`src/rtl/vlm_pkg.sv`:
```
package vlm_pkg;
   typedef enum logic [1:0] {
      ST_IDLE = 2'd0,
      ST_HOLD = 2'd1,
      ST_CHK  = 2'd2
   } vlm_state_e;
endpackage

```
`src/rtl/vlm_zero_count.sv`:
```
module vlm_zero_count #(
   parameter int WIDTH = 16,
   localparam int CW = $clog2(WIDTH + 1)
) (
   input  logic [WIDTH-1:0] value,
   output logic [CW-1:0]    zeros
);
   always_comb begin
      zeros = '0;
      for (int i = 0; i < WIDTH; i++) begin
         zeros = zeros + {{(CW-1){1'b0}}, ~value[i]};
      end
   end
endmodule

```
`src/rtl/vlm_judge.sv`:
```
module vlm_judge #(
   parameter int CW    = 5,
   parameter int LIMIT = 8
) (
   input  logic [CW-1:0] zeros,
   output logic          one_cycle
);
   localparam logic [CW-1:0] LIM = CW'(LIMIT);
   assign one_cycle = (zeros >= LIM);
endmodule

```
`src/rtl/vlm_age_tracker.sv`:
```
module vlm_age_tracker #(
   parameter int AGE_LIMIT = 4,
   localparam int AW = $clog2(AGE_LIMIT + 1)
) (
   input  logic clk,
   input  logic rst,
   input  logic err_evt,
   output logic aged
);
   localparam logic [AW-1:0] LAST = AW'(AGE_LIMIT - 1);
   logic [AW-1:0] count;

   always_ff @(posedge clk) begin
      if (rst) begin
         count <= '0;
         aged  <= 1'b0;
      end else if (err_evt) begin
         if (count == LAST) begin
            count <= '0;
            aged  <= 1'b1;
         end else begin
            count <= count + 1'b1;
         end
      end
   end
endmodule

```
`src/rtl/vlm_mul_core.sv`:
```
module vlm_mul_core #(
   parameter int WIDTH     = 16,
   parameter bit ARRAY_IMPL = 1'b1,
   localparam int PW = 2 * WIDTH
) (
   input  logic [WIDTH-1:0] a,
   input  logic [WIDTH-1:0] b,
   output logic [PW-1:0]    p
);
   if (ARRAY_IMPL) begin : g_array
      logic [PW-1:0] acc [0:WIDTH];
      assign acc[0] = '0;
      for (genvar i = 0; i < WIDTH; i++) begin : g_row
         logic [PW-1:0] pp;
         assign pp = b[i] ? (PW'(a) << i) : '0;
         assign acc[i+1] = acc[i] + pp;
      end
      assign p = acc[WIDTH];
   end else begin : g_behav
      assign p = PW'(a) * PW'(b);
   end
endmodule

```
`src/rtl/vl_mult_ctrl.sv`:
```
module vl_mult_ctrl
   import vlm_pkg::*;
#(
   parameter int WIDTH      = 16,
   parameter int ZTHRESH    = WIDTH / 2,
   parameter int AGE_LIMIT  = 4,
   parameter bit ARRAY_IMPL = 1'b1
) (
   input  logic               clk,
   input  logic               rst,
   input  logic               in_valid,
   output logic               in_ready,
   input  logic [WIDTH-1:0]   op_a,
   input  logic [WIDTH-1:0]   op_b,
   input  logic               timing_err,
   output logic [2*WIDTH-1:0] prod,
   output logic               done,
   output logic               aged
);
   localparam int PW = 2 * WIDTH;
   localparam int CW = $clog2(WIDTH + 1);

   if (WIDTH < 2) begin : g_bad_width
      $error("vl_mult_ctrl: WIDTH must be at least 2");
   end
   if (ZTHRESH < 0 || ZTHRESH >= WIDTH) begin : g_bad_thresh
      $error("vl_mult_ctrl: ZTHRESH must lie in 0..WIDTH-1");
   end
   if (AGE_LIMIT < 1) begin : g_bad_age
      $error("vl_mult_ctrl: AGE_LIMIT must be at least 1");
   end

   vlm_state_e        state;
   logic [WIDTH-1:0]  a_q, b_q;
   logic [PW-1:0]     prod_q;
   logic [WIDTH-1:0]  mul_a, mul_b;
   logic [PW-1:0]     mul_p;
   logic [CW-1:0]     zeros;
   logic [1:0]        verdict;
   logic              short_op;
   logic              err_evt;

   assign mul_a = (state == ST_IDLE) ? op_a : a_q;
   assign mul_b = (state == ST_IDLE) ? op_b : b_q;

   vlm_mul_core #(.WIDTH(WIDTH), .ARRAY_IMPL(ARRAY_IMPL)) u_mul (
      .a(mul_a), .b(mul_b), .p(mul_p)
   );

   vlm_zero_count #(.WIDTH(WIDTH)) u_zc (
      .value(op_a), .zeros(zeros)
   );

   for (genvar g = 0; g < 2; g++) begin : g_judge
      vlm_judge #(.CW(CW), .LIMIT(ZTHRESH + g)) u_judge (
         .zeros(zeros), .one_cycle(verdict[g])
      );
   end

   assign short_op = aged ? verdict[1] : verdict[0];
   assign err_evt  = (state == ST_CHK) && timing_err;

   vlm_age_tracker #(.AGE_LIMIT(AGE_LIMIT)) u_age (
      .clk(clk), .rst(rst), .err_evt(err_evt), .aged(aged)
   );

   always_ff @(posedge clk) begin
      if (rst) begin
         state  <= ST_IDLE;
         a_q    <= '0;
         b_q    <= '0;
         prod_q <= '0;
      end else begin
         unique case (state)
            ST_IDLE: begin
               if (in_valid) begin
                  a_q <= op_a;
                  b_q <= op_b;
                  if (short_op) begin
                     prod_q <= mul_p;
                     state  <= ST_CHK;
                  end else begin
                     state  <= ST_HOLD;
                  end
               end
            end
            ST_HOLD: begin
               prod_q <= mul_p;
               state  <= ST_CHK;
            end
            ST_CHK: begin
               state <= timing_err ? ST_HOLD : ST_IDLE;
            end
            default: state <= ST_IDLE;
         endcase
      end
   end

   assign in_ready = (state == ST_IDLE);
   assign done     = (state == ST_CHK) && !timing_err;
   assign prod     = prod_q;
endmodule

```
`config.mk`:
```
export PLATFORM = sky130hd
export DESIGN_NAME = vl_mult_ctrl
export DESIGN_NICKNAME = d
export VERILOG_FILES = /design/src/rtl/vlm_pkg.sv /design/src/rtl/vlm_zero_count.sv /design/src/rtl/vlm_judge.sv /design/src/rtl/vlm_age_tracker.sv /design/src/rtl/vlm_mul_core.sv /design/src/rtl/vl_mult_ctrl.sv
export SDC_FILE = /design/constraint.sdc
export NUM_CORES = 1
export LEC_CHECK = 0
export BUFFER_PORTS_ARGS = -buffer_cell sky130_fd_sc_hd__buf_4
export CAP_MARGIN = 10
export CORE_ASPECT_RATIO = 0.6
export CORE_UTILIZATION = 58
export DETAILED_ROUTE_END_ITERATION = 7
export PLACE_DENSITY = 0.85
export SLEW_MARGIN = 40
export SYNTH_ARGS = -nofsm -noshare
export SYNTH_HDL_FRONTEND = slang
export SYNTH_SLANG_ARGS = --single-unit
```
`constraint.sdc`:
```
create_clock -name clk -period 6.9 [get_ports clk]
set_input_delay 0.345 -clock clk [delete_from_list [all_inputs] [get_ports clk]]
set_output_delay 0.345 -clock clk [all_outputs]
set_load 0.01 [all_outputs]
```
==> After elaboration in Yosys (flattened, before gate mapping) <==
Cells that the tools add are included.
{ "word_totals": {"inputBits": 36, "regBits": 70, "elab_cells": 95, "out_inout_bits": 35} }
{ "op_classes": {"eq_ne": 5, "n_reduce_logical": 8, "bitwise_logic": 16, "magnitude_cmp": 2, "muxes": 27, "addsub": 31} }
{ "op_table": {"columns": ["op", "count"], "rows": [
  ["adder 32 bit", 9],
  ["adder 5 x 1 -> 5 bit", 14],
  ["two-way mux 32 bit", 2],
  ["case mux 32 bit (2 select lines)", 1],
  ["two-way mux 16 bit", 3],
  ["adder 32 x 26 -> 32 bit", 1],
  ["adder 32 x 27 -> 32 bit", 1],
  ["adder 32 x 28 -> 32 bit", 1],
  ["adder 32 x 29 -> 32 bit", 1],
  ["adder 32 x 30 -> 32 bit", 1],
  ["adder 32 x 31 -> 32 bit", 1],
  ["two-way mux 31 bit", 1],
  ["two-way mux 30 bit", 1],
  ["two-way mux 29 bit", 1],
  ["two-way mux 28 bit", 1],
  ["two-way mux 27 bit", 1],
  ["two-way mux 26 bit", 1],
  ["two-way mux 25 bit", 1],
  ["two-way mux 24 bit", 1],
  ["two-way mux 23 bit", 1],
  ["two-way mux 22 bit", 1],
  ["two-way mux 21 bit", 1],
  ["two-way mux 20 bit", 1],
  ["two-way mux 19 bit", 1],
  ["other kinds (21)", 41]
]} }

==> Depth between registers and ports, before layout <==
Gate-level depths: netlist (run 1).
{ "depth": {"word_depth": 21, "mapped_depth": 27, "ltp_nobuf": 23} }

==> Modules after synthesis <==
A second synthesis (run 1) with hierarchy kept.
{ "unflattened": {"hier_cells": 1373, "hier_area_um2": 12047.8} }
{ "modules_own_cells": {"columns": ["mod", "area_per_inst_um2", "cells_each", "n_inst"], "rows": [
  ["vlm_mul_core", 8424.3, 988, 1],
  ["vl_mult_ctrl", 3072.9, 327, 1],
  ["vlm_zero_count", 377.9, 39, 1],
  ["vlm_age_tracker", 152.6, 15, 1],
  ["vlm_judge at g_judge[1].u_judge", 13.8, 3, 1],
  ["vlm_judge at g_judge[0].u_judge", 6.3, 1, 1]
]} }

==> Least setup slack after synthesis (run 1) <==
No wires, ideal clock.
{ "synth_timing": {"path_kind": "register to register", "start": "register state[1]", "end": "register prod_q[31] (netlist: prod[31])", "path_stages_with_launch": 25, "t_arrival_ns": 6.560, "setup_slack_ns": 0.260, "setup_ns": 0.079, "required_time_ns": 6.821, "path_buffers": 3, "path_cell_list": "dfxtp_1 > clkbuf_1 > nor2_2 > buf_2 > mux2i_1 > nor2_1 > fa_1 > inv_1 > fa_1 > fa_1 > inv_1 > fa_1 > fa_1 > inv_1 > fa_1 > inv_1 > ha_1 > clkbuf_1 > a21oi_1 > o21ai_1 > a31oi_1 > a31oi_1 > a31oi_1 > xnor2_1 > a211oi_2"} }
{ "synth_between": {"elab_chain_cells": 21, "elab_cells_between_ends": 42} }
{ "synth_rtl": {"columns": ["item", "line", "rtl"], "rows": [
  ["start, declared", "vl_mult_ctrl.sv:33", "vlm_state_e state;"],
  ["start signal, assigned", "vl_mult_ctrl.sv:92", "state <= timing_err ? ST_HOLD : ST_IDLE;"],
  ["logical NOT 2 bit", "vl_mult_ctrl.sv:43, vl_mult_ctrl.sv:44, vl_mult_ctrl.sv:74", null],
  ["two-way mux 16 bit, on equally long branches", "vl_mult_ctrl.sv:43, vl_mult_ctrl.sv:44", null],
  ["two-way mux 16 bit or two-way mux 17 bit (tied branches)", "vlm_mul_core.sv:15", "assign pp = b[i] ? (PW'(a) << i) : '0;"],
  ["adder 32 bit (9 in series)", "vlm_mul_core.sv:16", "assign acc[i+1] = acc[i] + pp;"],
  ["adder 32 x 26 -> 32 bit", "vlm_mul_core.sv:16", null],
  ["adder 32 x 27 -> 32 bit", "vlm_mul_core.sv:16", null],
  ["adder 32 x 28 -> 32 bit", "vlm_mul_core.sv:16", null],
  ["adder 32 x 29 -> 32 bit", "vlm_mul_core.sv:16", null],
  ["adder 32 x 30 -> 32 bit", "vlm_mul_core.sv:16", null],
  ["adder 32 x 31 -> 32 bit", "vlm_mul_core.sv:16", null],
  ["two-way mux 32 bit", "vl_mult_ctrl.sv:79", "if (short_op) begin"],
  ["two-way mux 32 bit", "vl_mult_ctrl.sv:76", "if (in_valid) begin"],
  ["case mux 32 bit (2 select lines)", "vl_mult_ctrl.sv:74", "unique case (state)"],
  ["end signal, assigned", "vl_mult_ctrl.sv:80", "prod_q <= mul_p;"],
  ["end signal, assigned", "vl_mult_ctrl.sv:88", "prod_q <= mul_p;"],
  ["end, declared", "vl_mult_ctrl.sv:35", "logic [PW-1:0] prod_q;"]
]} }
Several ways; a longest one is shown, not always the timed one. The select of a mux whose other input is x is not followed.
A chain may end at the register's enable or synchronous reset.

==> Final worst setup path (run 1) <==
Ends and elaborated chain as after synthesis.

==> impl_metrics.tcl, run 1 <==
set metrics [dict create \
    final.setup.tns_ns 0 \
    synth_edf_count 0 \
    fmax_mhz 148 \
    root_buffer "clkbuf_16" \
    grt_start_max_net_pins 73 \
    cp_slowest_stage_delay_ns 0.58 \
    area_delta_synth_final_pct 11.3 \
    synthFlopType "dfxtp_1" \
    clock_latency_ns 0.36 \
    antenna_cells 0 \
    num-nets-final 1722 \
    synthArstFlopShare_pct 0 \
    synth_area_per_cell_um2 8.75 \
    viasPerCell 5.79 \
    dp_hpwl_um 25800 \
    place.port_buffers 70 \
    hp-class "in -> reg" \
    ys_ff_latch 70 \
    startpoint "state[1]$_SDFFE_PP0P_" \
    yosysUniqueCellTypes 59 \
    dr.pass1.iters 8 \
    critPathLaunchType "flip-flop" \
    final_cell_mix "nand2_1 (262), inv_1 (212), fa_1 (208)" \
    worst_ep_required_time_ns 7.10 \
    vias 9535 \
    worst_setup_path_end_kind "flip-flop" \
    drv_cap 0 \
    wirelength_um 32400 \
    grt_pass1_vias 9476 \
    cts-htree-levels 3 \
    cts_setup_buffers 0 \
    grt_pass1_wl_um 49900 \
    clk_path_buf_depth 2 \
    die_w_um 183 \
    syn_nets 1651 \
    fp.dieArea_um2 20300 \
    rows 39 \
    arrival_ns 6.94 \
    slew_headroom_pct 44.6 \
    wl_per_cell_um 19.6 \
    overflow 0 \
    track_usage_pct 32.5 \
    synth_warnings 0 \
    ff2ff_setup_slack_ns 0.16 \
    design_area_um2 12700 \
    synthCells 1306 \
    core_um2 19200 \
    cp-endpoint "prod[31]$_SDFFE_PP0P_" \
    setup_viol 0 \
    fin_crit_sh_pct 97.6 \
    mostFrequentLayoutCell "nand2_1" \
    holdWs_ns 0.243 \
    syn_area_um2 11400 \
    ant_nets 0 \
    place.gp.congestion 1.00 \
    rsz0062_at_grt "false" \
    clk_pin_slew_ns 0.07 \
    skew_ns 0.00977 \
    detail_route.iter0.violations 845 \
    drive_gt1_share_pct 12.7 \
    ff2ff_path_depth 21 \
    crit_chain "nor2_4, clkbuf_16, mux2i_1, buf_4, nor2_1, fa_1, inv_1, fa_1, fa_1, fa_1, fa_1, fa_1, inv_1, ha_1, and4_1, nand3_1, or3_1, a31oi_1, a31oi_1, xnor2_1, a211oi_2" \
    initial_core_util_pct 59.6 \
    worst_pin_slew_ns 0.830 \
    status "finished clean" \
    crit_slowest_cell "fa_1" \
    fillers 1497 \
    maxSlewViolCount 0 \
    finalHoldViolCount 0 \
    die_h_um 111 \
    ios 71 \
    numCtsBuffers 9 \
    critPathMaxFanout 16 \
    crit_type "reg -> reg" \
    rr_endpoint "prod[31]$_SDFFE_PP0P_" \
    cts_tree "built" \
    drc 0 \
    reg2reg_from "state[1]$_SDFFE_PP0P_" \
    layout_min_cycle_time_ns 6.74 \
    antenna_found_initial 0 \
    cts_sinks 70 \
    place_area_um2 12400 \
    crit_top_cell "fa_1" \
    ys_seq_area_share_pct 12.3 \
]
==> sequential cells by signal, summed over array words and instances (netlist names) <==
name,cells
b_q,16
a_q,16
prod,32
u_age.aged,1
u_age.count,3
state,2
==> repair_timing <==
item,in CTS,in global routing
resized for setup,0,10
hold buffers,0,0
setup endpoints to repair,0,3
==> stage by stage <==
step	cells	setup WS (ns)	util (%)
after floorplan	1306	0.260	-
after global placement	1630	0.426	64.5
after detailed placement	1630	0.226	64.5
after CTS	1646	0.164	66.1
after global routing	1648	0.0200	66.3
final	1648	0.164	66.3
==> routing by layer <==
| layer | global-route usage (%) | routed length [um] | up-vias |
|---|---|---|---|
| met3 | 8.97 | 3840 | 86 |
| li1 | - | - | 4234 |
| met4 | 11.3 | 1180 | 0 |
| met1 | 45.3 | 13200 | 4681 |
| met2 | 48.7 | 14100 | 534 |
| met5 | 0 | 0 | - |
==> cell families (layout without fill, tap and decap cells) <==
family / Yosys count / after routing / share of synthesized area (%)
AO/OA/AOI/OAI: 141 / 141 / 8.10
XOR/XNOR: 20 / 20 / 1.53
adder cells (fa/ha/maj): 309 / 309 / 47.5
buffers and inverters: 261 / 337 / 8.86
flip-flops: 70 / 70 / 12.3
multiplexers: 64 / 64 / 5.95
AND/OR/NAND/NOR: 441 / 441 / 15.8
==> area by class of cell <==
class	count	area, um2	area share [%]
multi-input combinational	975	9050	71.1
sequential	70	1400	11.0
timing repair buffer	109	847	6.66
inverter	212	796	6.26
tap	266	333	2.62
clock buffer	11	253	1.99
clock inverter	5	41.3	0.325
==> worst min-delay path by stage <==
stage | startpoint | to | slack (ns) | cells past startpoint
final | op_b[7] | b_q[7]$_SDFFE_PP0P_ | 0.24 | 3
after floorplan | u_age.count[2]$_SDFFE_PP0P_ | u_age.count[2]$_SDFFE_PP0P_ | 0.43 | 2
after detailed placement | prod[18]$_SDFFE_PP0P_ | prod[18]$_SDFFE_PP0P_ | 0.44 | 2
after CTS | op_b[7] | b_q[7]$_SDFFE_PP0P_ | 0.24 | 3
after global routing | op_b[5] | b_q[5]$_SDFFE_PP0P_ | 0.25 | 3
after global placement | u_age.count[2]$_SDFFE_PP0P_ | u_age.count[2]$_SDFFE_PP0P_ | 0.44 | 2
==> critical path: cells and delay by family, from the launching register on <==
kind,cells,cell delay (ns)
adders and majority gates,7,3.44
and+or+nand+nor,5,1.14
buffers and inverters,4,0.60
AOI/OAI and AO/OA,3,0.52
DFF,1,0.42
xor gates and xnor gates,1,0.22
muxes,1,0.21
==> synth_stat cells (all sizes together), types with 3 or more instances <==
library cell | number | area share, %
a211oi | 5 | 0.37
a21o | 13 | 0.85
a21oi | 83 | 3.7
a31oi | 8 | 0.57
and2 | 5 | 0.27
and3 | 4 | 0.22
buf | 18 | 0.89
clkbuf | 31 | 1.0
dfxtp | 70 | 12
fa | 208 | 36
ha | 101 | 11
inv | 212 | 7.0
mux2 | 32 | 3.2
mux2i | 32 | 2.8
nand2 | 262 | 8.6
nand3 | 13 | 0.57
nand3b | 3 | 0.20
nand4 | 6 | 0.33
nand4b | 3 | 0.23
nor2 | 123 | 4.1
nor3 | 3 | 0.13
nor3b | 3 | 0.20
o21ai | 12 | 0.53
or3 | 6 | 0.33
xnor2 | 12 | 0.92
xor2 | 8 | 0.61
Power of run 1 is not shown: default switching activity piles up to over one toggle a cycle in this logic, so the estimate is an artifact.
==> run 2: changes to the inputs <==
- CORE_UTILIZATION: 58 -> 50
- PLACE_DENSITY: 0.85 -> 0.75
==> run 2 against run 1 <==
Final cell count increased by 2.7%; wire length fell by 2.1%; critical path depth is the same; core utilization is 8.9 points lower; first-iteration DRC count is 32% lower; final area is 0.43% higher; critical path type unchanged.
==> impl_metrics.tcl, run 2 (same netlist as run 1, synthesis figures left out) <==
set metrics [dict create \
    status "finished clean" \
    drc 0 \
    cts_tree "built" \
    finalHoldViolCount 0 \
    area_delta_synth_final_pct 11.7 \
    fin_crit_sh_pct 96.0 \
    startpoint "state[1]$_SDFFE_PP0P_" \
    mostFrequentLayoutCell "nand2_1" \
    grt_pass1_wl_um 51600 \
    clk_path_buf_depth 2 \
    ff2ff_setup_slack_ns 0.27 \
    reg2reg_from "state[1]$_SDFFE_PP0P_" \
    crit_type "reg -> reg" \
    num-nets-final 1724 \
    numCtsBuffers 9 \
    dp_hpwl_um 26300 \
    detail_route.iter0.violations 578 \
    cts-htree-levels 3 \
    core_um2 22200 \
    rows 42 \
    maxSlewViolCount 0 \
    setup_viol 0 \
    clock_latency_ns 0.36 \
    hp-class "in -> reg" \
    cp-endpoint "prod[25]$_SDFFE_PP0P_" \
    critPathMaxFanout 45 \
    skew_ns 0.0163 \
    fillers 2005 \
    rr_endpoint "prod[25]$_SDFFE_PP0P_" \
    rsz0062_at_grt "false" \
    largest_reg_flops 32 \
    ios 71 \
    drive_gt1_share_pct 12.6 \
    crit_chain "nor2_4, buf_12, mux2i_1, buf_4, nor2_1, fa_1, inv_1, fa_1, fa_1, fa_1, fa_1, fa_1, inv_1, ha_1, a21oi_1, o21a_1, o22ai_2, a31oi_4, o221ai_2, xor2_1, a22o_1" \
    cts_sinks 70 \
    drv_cap 0 \
    crit_top_cell "fa_1" \
    place.gp.congestion 0.949 \
    antenna_found_initial 0 \
    critPathLaunchType "flip-flop" \
    place.port_buffers 70 \
    worst_setup_path_end_kind "flip-flop" \
    clk_pin_slew_ns 0.07 \
    fp.dieArea_um2 23500 \
    antenna_cells 0 \
    ff2ff_path_depth 21 \
    viasPerCell 5.54 \
    die_w_um 197 \
    arrival_ns 6.88 \
    slew_headroom_pct 59.1 \
    crit_slowest_cell "fa_1" \
    ant_nets 0 \
    worst_pin_slew_ns 0.614 \
    initial_core_util_pct 51.4 \
    die_h_um 119 \
    grt_start_max_net_pins 73 \
    root_buffer "clkbuf_16" \
    holdWs_ns 0.241 \
    track_usage_pct 29.0 \
    layout_min_cycle_time_ns 6.63 \
    final_cell_mix "nand2_1 (262), inv_1 (212), fa_1 (208)" \
    cts_setup_buffers 0 \
    fmax_mhz 151 \
    vias 9382 \
    dr.pass1.iters 5 \
    wl_per_cell_um 18.7 \
    overflow 0 \
    grt_pass1_vias 9658 \
    final.setup.tns_ns 0 \
    cp_slowest_stage_delay_ns 0.57 \
    wirelength_um 31700 \
    worst_ep_required_time_ns 7.15 \
]
==> run 2: cell types whose count changed in the layout (fill, tap and decap cells not counted), sizes merged <==
cell | before | now
clkbuf | 12 | 11
buf | 108 | 111
clkinv | 2 | 3
clkinvlp | 2 | 1
inv | 213 | 212
bufinv | 0 | 1
==> run 2: how the worst min path moves through the flow <==
stage	start	slack, ns	cells after the start	endpoint
after floorplan	u_age.count[2]$_SDFFE_PP0P_	0.43	2	u_age.count[2]$_SDFFE_PP0P_
after global placement	prod[20]$_SDFFE_PP0P_	0.44	2	prod[20]$_SDFFE_PP0P_
after detailed placement	prod[27]$_SDFFE_PP0P_	0.45	2	prod[27]$_SDFFE_PP0P_
after CTS	op_b[9]	0.24	3	b_q[9]$_SDFFE_PP0P_
after global routing	op_b[5]	0.26	3	b_q[5]$_SDFFE_PP0P_
final	op_b[8]	0.24	3	b_q[8]$_SDFFE_PP0P_
==> run 2: metal layers <==
layer	GRT usage [%]	share of wire (%)	wire, um
met1	40.8	43	13500
met2	42.7	43	13700
met3	9.43	12	3790
met4	8.09	2.5	780
met5	0	0	0
==> run 2: final cells by class <==
cell class | count | area (um2) | area share (%)
clock buffers | 11 | 233 | 1.82
clock inverters | 5 | 60.1 | 0.470
inverters | 212 | 796 | 6.23
multi-input cells | 975 | 9040 | 70.8
flip-flops and latches | 70 | 1400 | 11.0
well taps | 308 | 385 | 3.02
repair buffers | 111 | 858 | 6.72
==> run 2: repair_timing <==
item / in CTS / in global routing
resized for setup: 0 / 3
endpoints found under the setup margin: 0 / 2
hold buffers: 0 / 0
==> run 2: stage by stage <==
| stage | setup WS [ns] | util, % | cells | cell area, um2 |
|---|---|---|---|---|
| finish | 0.274 | 57.5 | 1692 | 12800 |
| detailed placement | 0.291 | 56.0 | 1675 | 12400 |
| global route | 0.00715 | 57.5 | 1692 | 12800 |
| global placement | 0.428 | 56.0 | 1675 | 12400 |
| floorplan | 0.260 | - | 1306 | 11400 |
| CTS | 0.283 | 57.3 | 1691 | 12700 |
==> run 2: worst max-delay path: cells and delay by family (launching register included) <==
kind,cells,cell delay [ns]
compound gates,6,1.41
xor+xnor,1,0.15
fa+ha+maj,7,3.43
buf+inv,4,0.59
flops,1,0.41
mux,1,0.22
simple gates,2,0.28
Power of run 2 is left out for the same reason.
==> run 3: changes to the inputs <==
- CELL_PAD_IN_SITES_DETAIL_PLACEMENT: not set -> 0
- CELL_PAD_IN_SITES_GLOBAL_PLACEMENT: not set -> 2
- CORE_UTILIZATION: 50 -> 36
- PLACE_DENSITY: 0.75 -> 0.84
==> run 3 against run 2 <==
Flip-flop and latch count did not move; maximum frequency rose by 1.4%; via count fell by 2.8%; non-clock buffer count rose by 2; global-route usage fell by 7.2 points; count of clock-buffer cells in the layout did not move; hold slack barely moved; wire length rose by 7.0%; register-to-register slack improved by 0.09 ns.
==> impl_metrics.tcl, run 3 (same netlist as run 1, synthesis figures left out) <==
set metrics [dict create \
    status "finished clean" \
    fillers 3146 \
    core_um2 31200 \
    critPathLaunchType "flip-flop" \
    rows 50 \
    num-nets-final 1726 \
    antenna_cells 0 \
    viasPerCell 5.06 \
    dp_slack_ns 0.163 \
    worst_setup_path_end_kind "flip-flop" \
    fp.dieArea_um2 32500 \
    place.port_buffers 70 \
    place.gp.congestion 0.918 \
    maxSlewViolCount 0 \
    fin_crit_sh_pct 94.7 \
    clock_latency_ns 0.37 \
    whs_path_depth 3 \
    area_delta_synth_final_pct 13.2 \
    final_cell_mix "nand2_1 (262), inv_1 (212), fa_1 (208)" \
    fmax_mhz 153 \
    rsz0062_at_grt "false" \
    holdBufCountCts 0 \
    clk_path_buf_depth 2 \
    overflow 0 \
    ff2ff_path_depth 21 \
    cts-htree-levels 3 \
    drv_cap 0 \
    drive_gt1_share_pct 12.8 \
    initial_core_util_pct 36.6 \
    detail_route.iter0.violations 519 \
    slew_headroom_pct 58.9 \
    critPathMaxFanout 37 \
    grt_start_max_net_pins 73 \
    holdPathEnd "b_q[0]$_SDFFE_PP0P_" \
    rr_endpoint "prod[31]$_SDFFE_PP0P_" \
    wl_per_cell_um 18.8 \
    clk_pin_slew_ns 0.06 \
    drc 0 \
    final.setup.tns_ns 0 \
    holdCritStartpoint "op_b[0]" \
    ff2ff_setup_slack_ns 0.37 \
    antenna_found_initial 0 \
    vias 9120 \
    track_usage_pct 21.9 \
    wirelength_um 33900 \
    setup_ws_ns 0.366 \
    largest_reg_flops 32 \
    cts_tree "built" \
    skew_ns 0.00884 \
    grt_pass1_vias 9211 \
    ant_nets 0 \
    layout_min_cycle_time_ns 6.53 \
    mostFrequentLayoutCell "nand2_1" \
    dr.pass1.iters 5 \
    setup_viol 0 \
    die_h_um 140 \
    worst_pin_slew_ns 0.599 \
    finalHoldViolCount 0 \
    hp-class "in -> reg" \
    root_buffer "clkbuf_16" \
    worst_ep_required_time_ns 7.19 \
    reg2reg_from "state[1]$_SDFFE_PP0P_" \
    die_w_um 232 \
    grt_pass1_wl_um 53100 \
    ios 71 \
    dp_hpwl_um 28500 \
    cts_sinks 70 \
    arrival_ns 6.82 \
    crit_type "reg -> reg" \
    numCtsBuffers 9 \
]
## run 3: cell type report
cell class	count	area (um2)	share of cell area [%]
multi-input combinational	975	9050	70.0
timing repair buffer	113	877	6.78
tap	416	520	4.02
inverter	212	796	6.15
clock inverter	4	47.5	0.367
sequential	70	1400	10.8
clock buffer	11	243	1.88
## run 3: what timing repair did
action / CTS / global route
setup endpoints to repair: 0 / 5
buffers inserted: 0 / 0
resized for setup: 0 / 7
## run 3: metrics by stage
stage / utilization [%] / instances / cell area, um2 / hold WS [ns]
floorplan: - / 1306 / 11400 / 0.427
global route: 41.5 / 1801 / 12900 / 0.246
detailed placement: 40.4 / 1786 / 12600 / 0.446
global placement: 40.4 / 1786 / 12600 / 0.438
finish: 41.5 / 1801 / 12900 / 0.241
CTS: 41.4 / 1801 / 12900 / 0.221
## run 3: layer usage
layer / share of wire (%) / GRT usage [%]
met2: 42 / 31.4
met5: 0 / 0
met4: 1.5 / 4.33
met3: 7.3 / 5.25
met1: 49 / 33.1
## run 3: worst max path at each step
stage,from,endpoint,slack (ns),depth (start not counted)
final,state[1]$_SDFFE_PP0P_,prod[31]$_SDFFE_PP0P_,0.37,21
after global routing,state[1]$_SDFFE_PP0P_,prod[31]$_SDFFE_PP0P_,0.04,21
after CTS,state[1]$_SDFFE_PP0P_,prod[25]$_SDFFE_PP0P_,0.13,22
after detailed placement,state[1]$_SDFFE_PP0P_,prod[25]$_SDFFE_PP0P_,0.16,22
after global placement,state[1]$_SDFFE_PP0P_,prod[25]$_SDFFE_PP0P_,0.16,22
after floorplan,state[1]$_SDFFE_PP0P_,prod[31]$_SDFFE_PP0P_,0.26,24
## run 3: worst max-delay path, stage by stage (launching register included)
cell and delay [ns]:
dfxtp_2 0.38, nor2_4 0.19, buf_12 0.25, mux2_2 0.51, nand2_1 0.14, fa_1 0.44
fa_1 0.49, fa_1 0.56, inv_1 0.05, fa_1 0.45, fa_1 0.49, inv_1 0.05
fa_1 0.55, inv_1 0.05, ha_1 0.43, a21oi_1 0.12, o21ai_1 0.28, a31oi_1 0.18
a31oi_1 0.27, a31oi_1 0.14, xnor2_1 0.16, a211oi_2 0.21
Power of run 3 is left out for the same reason.
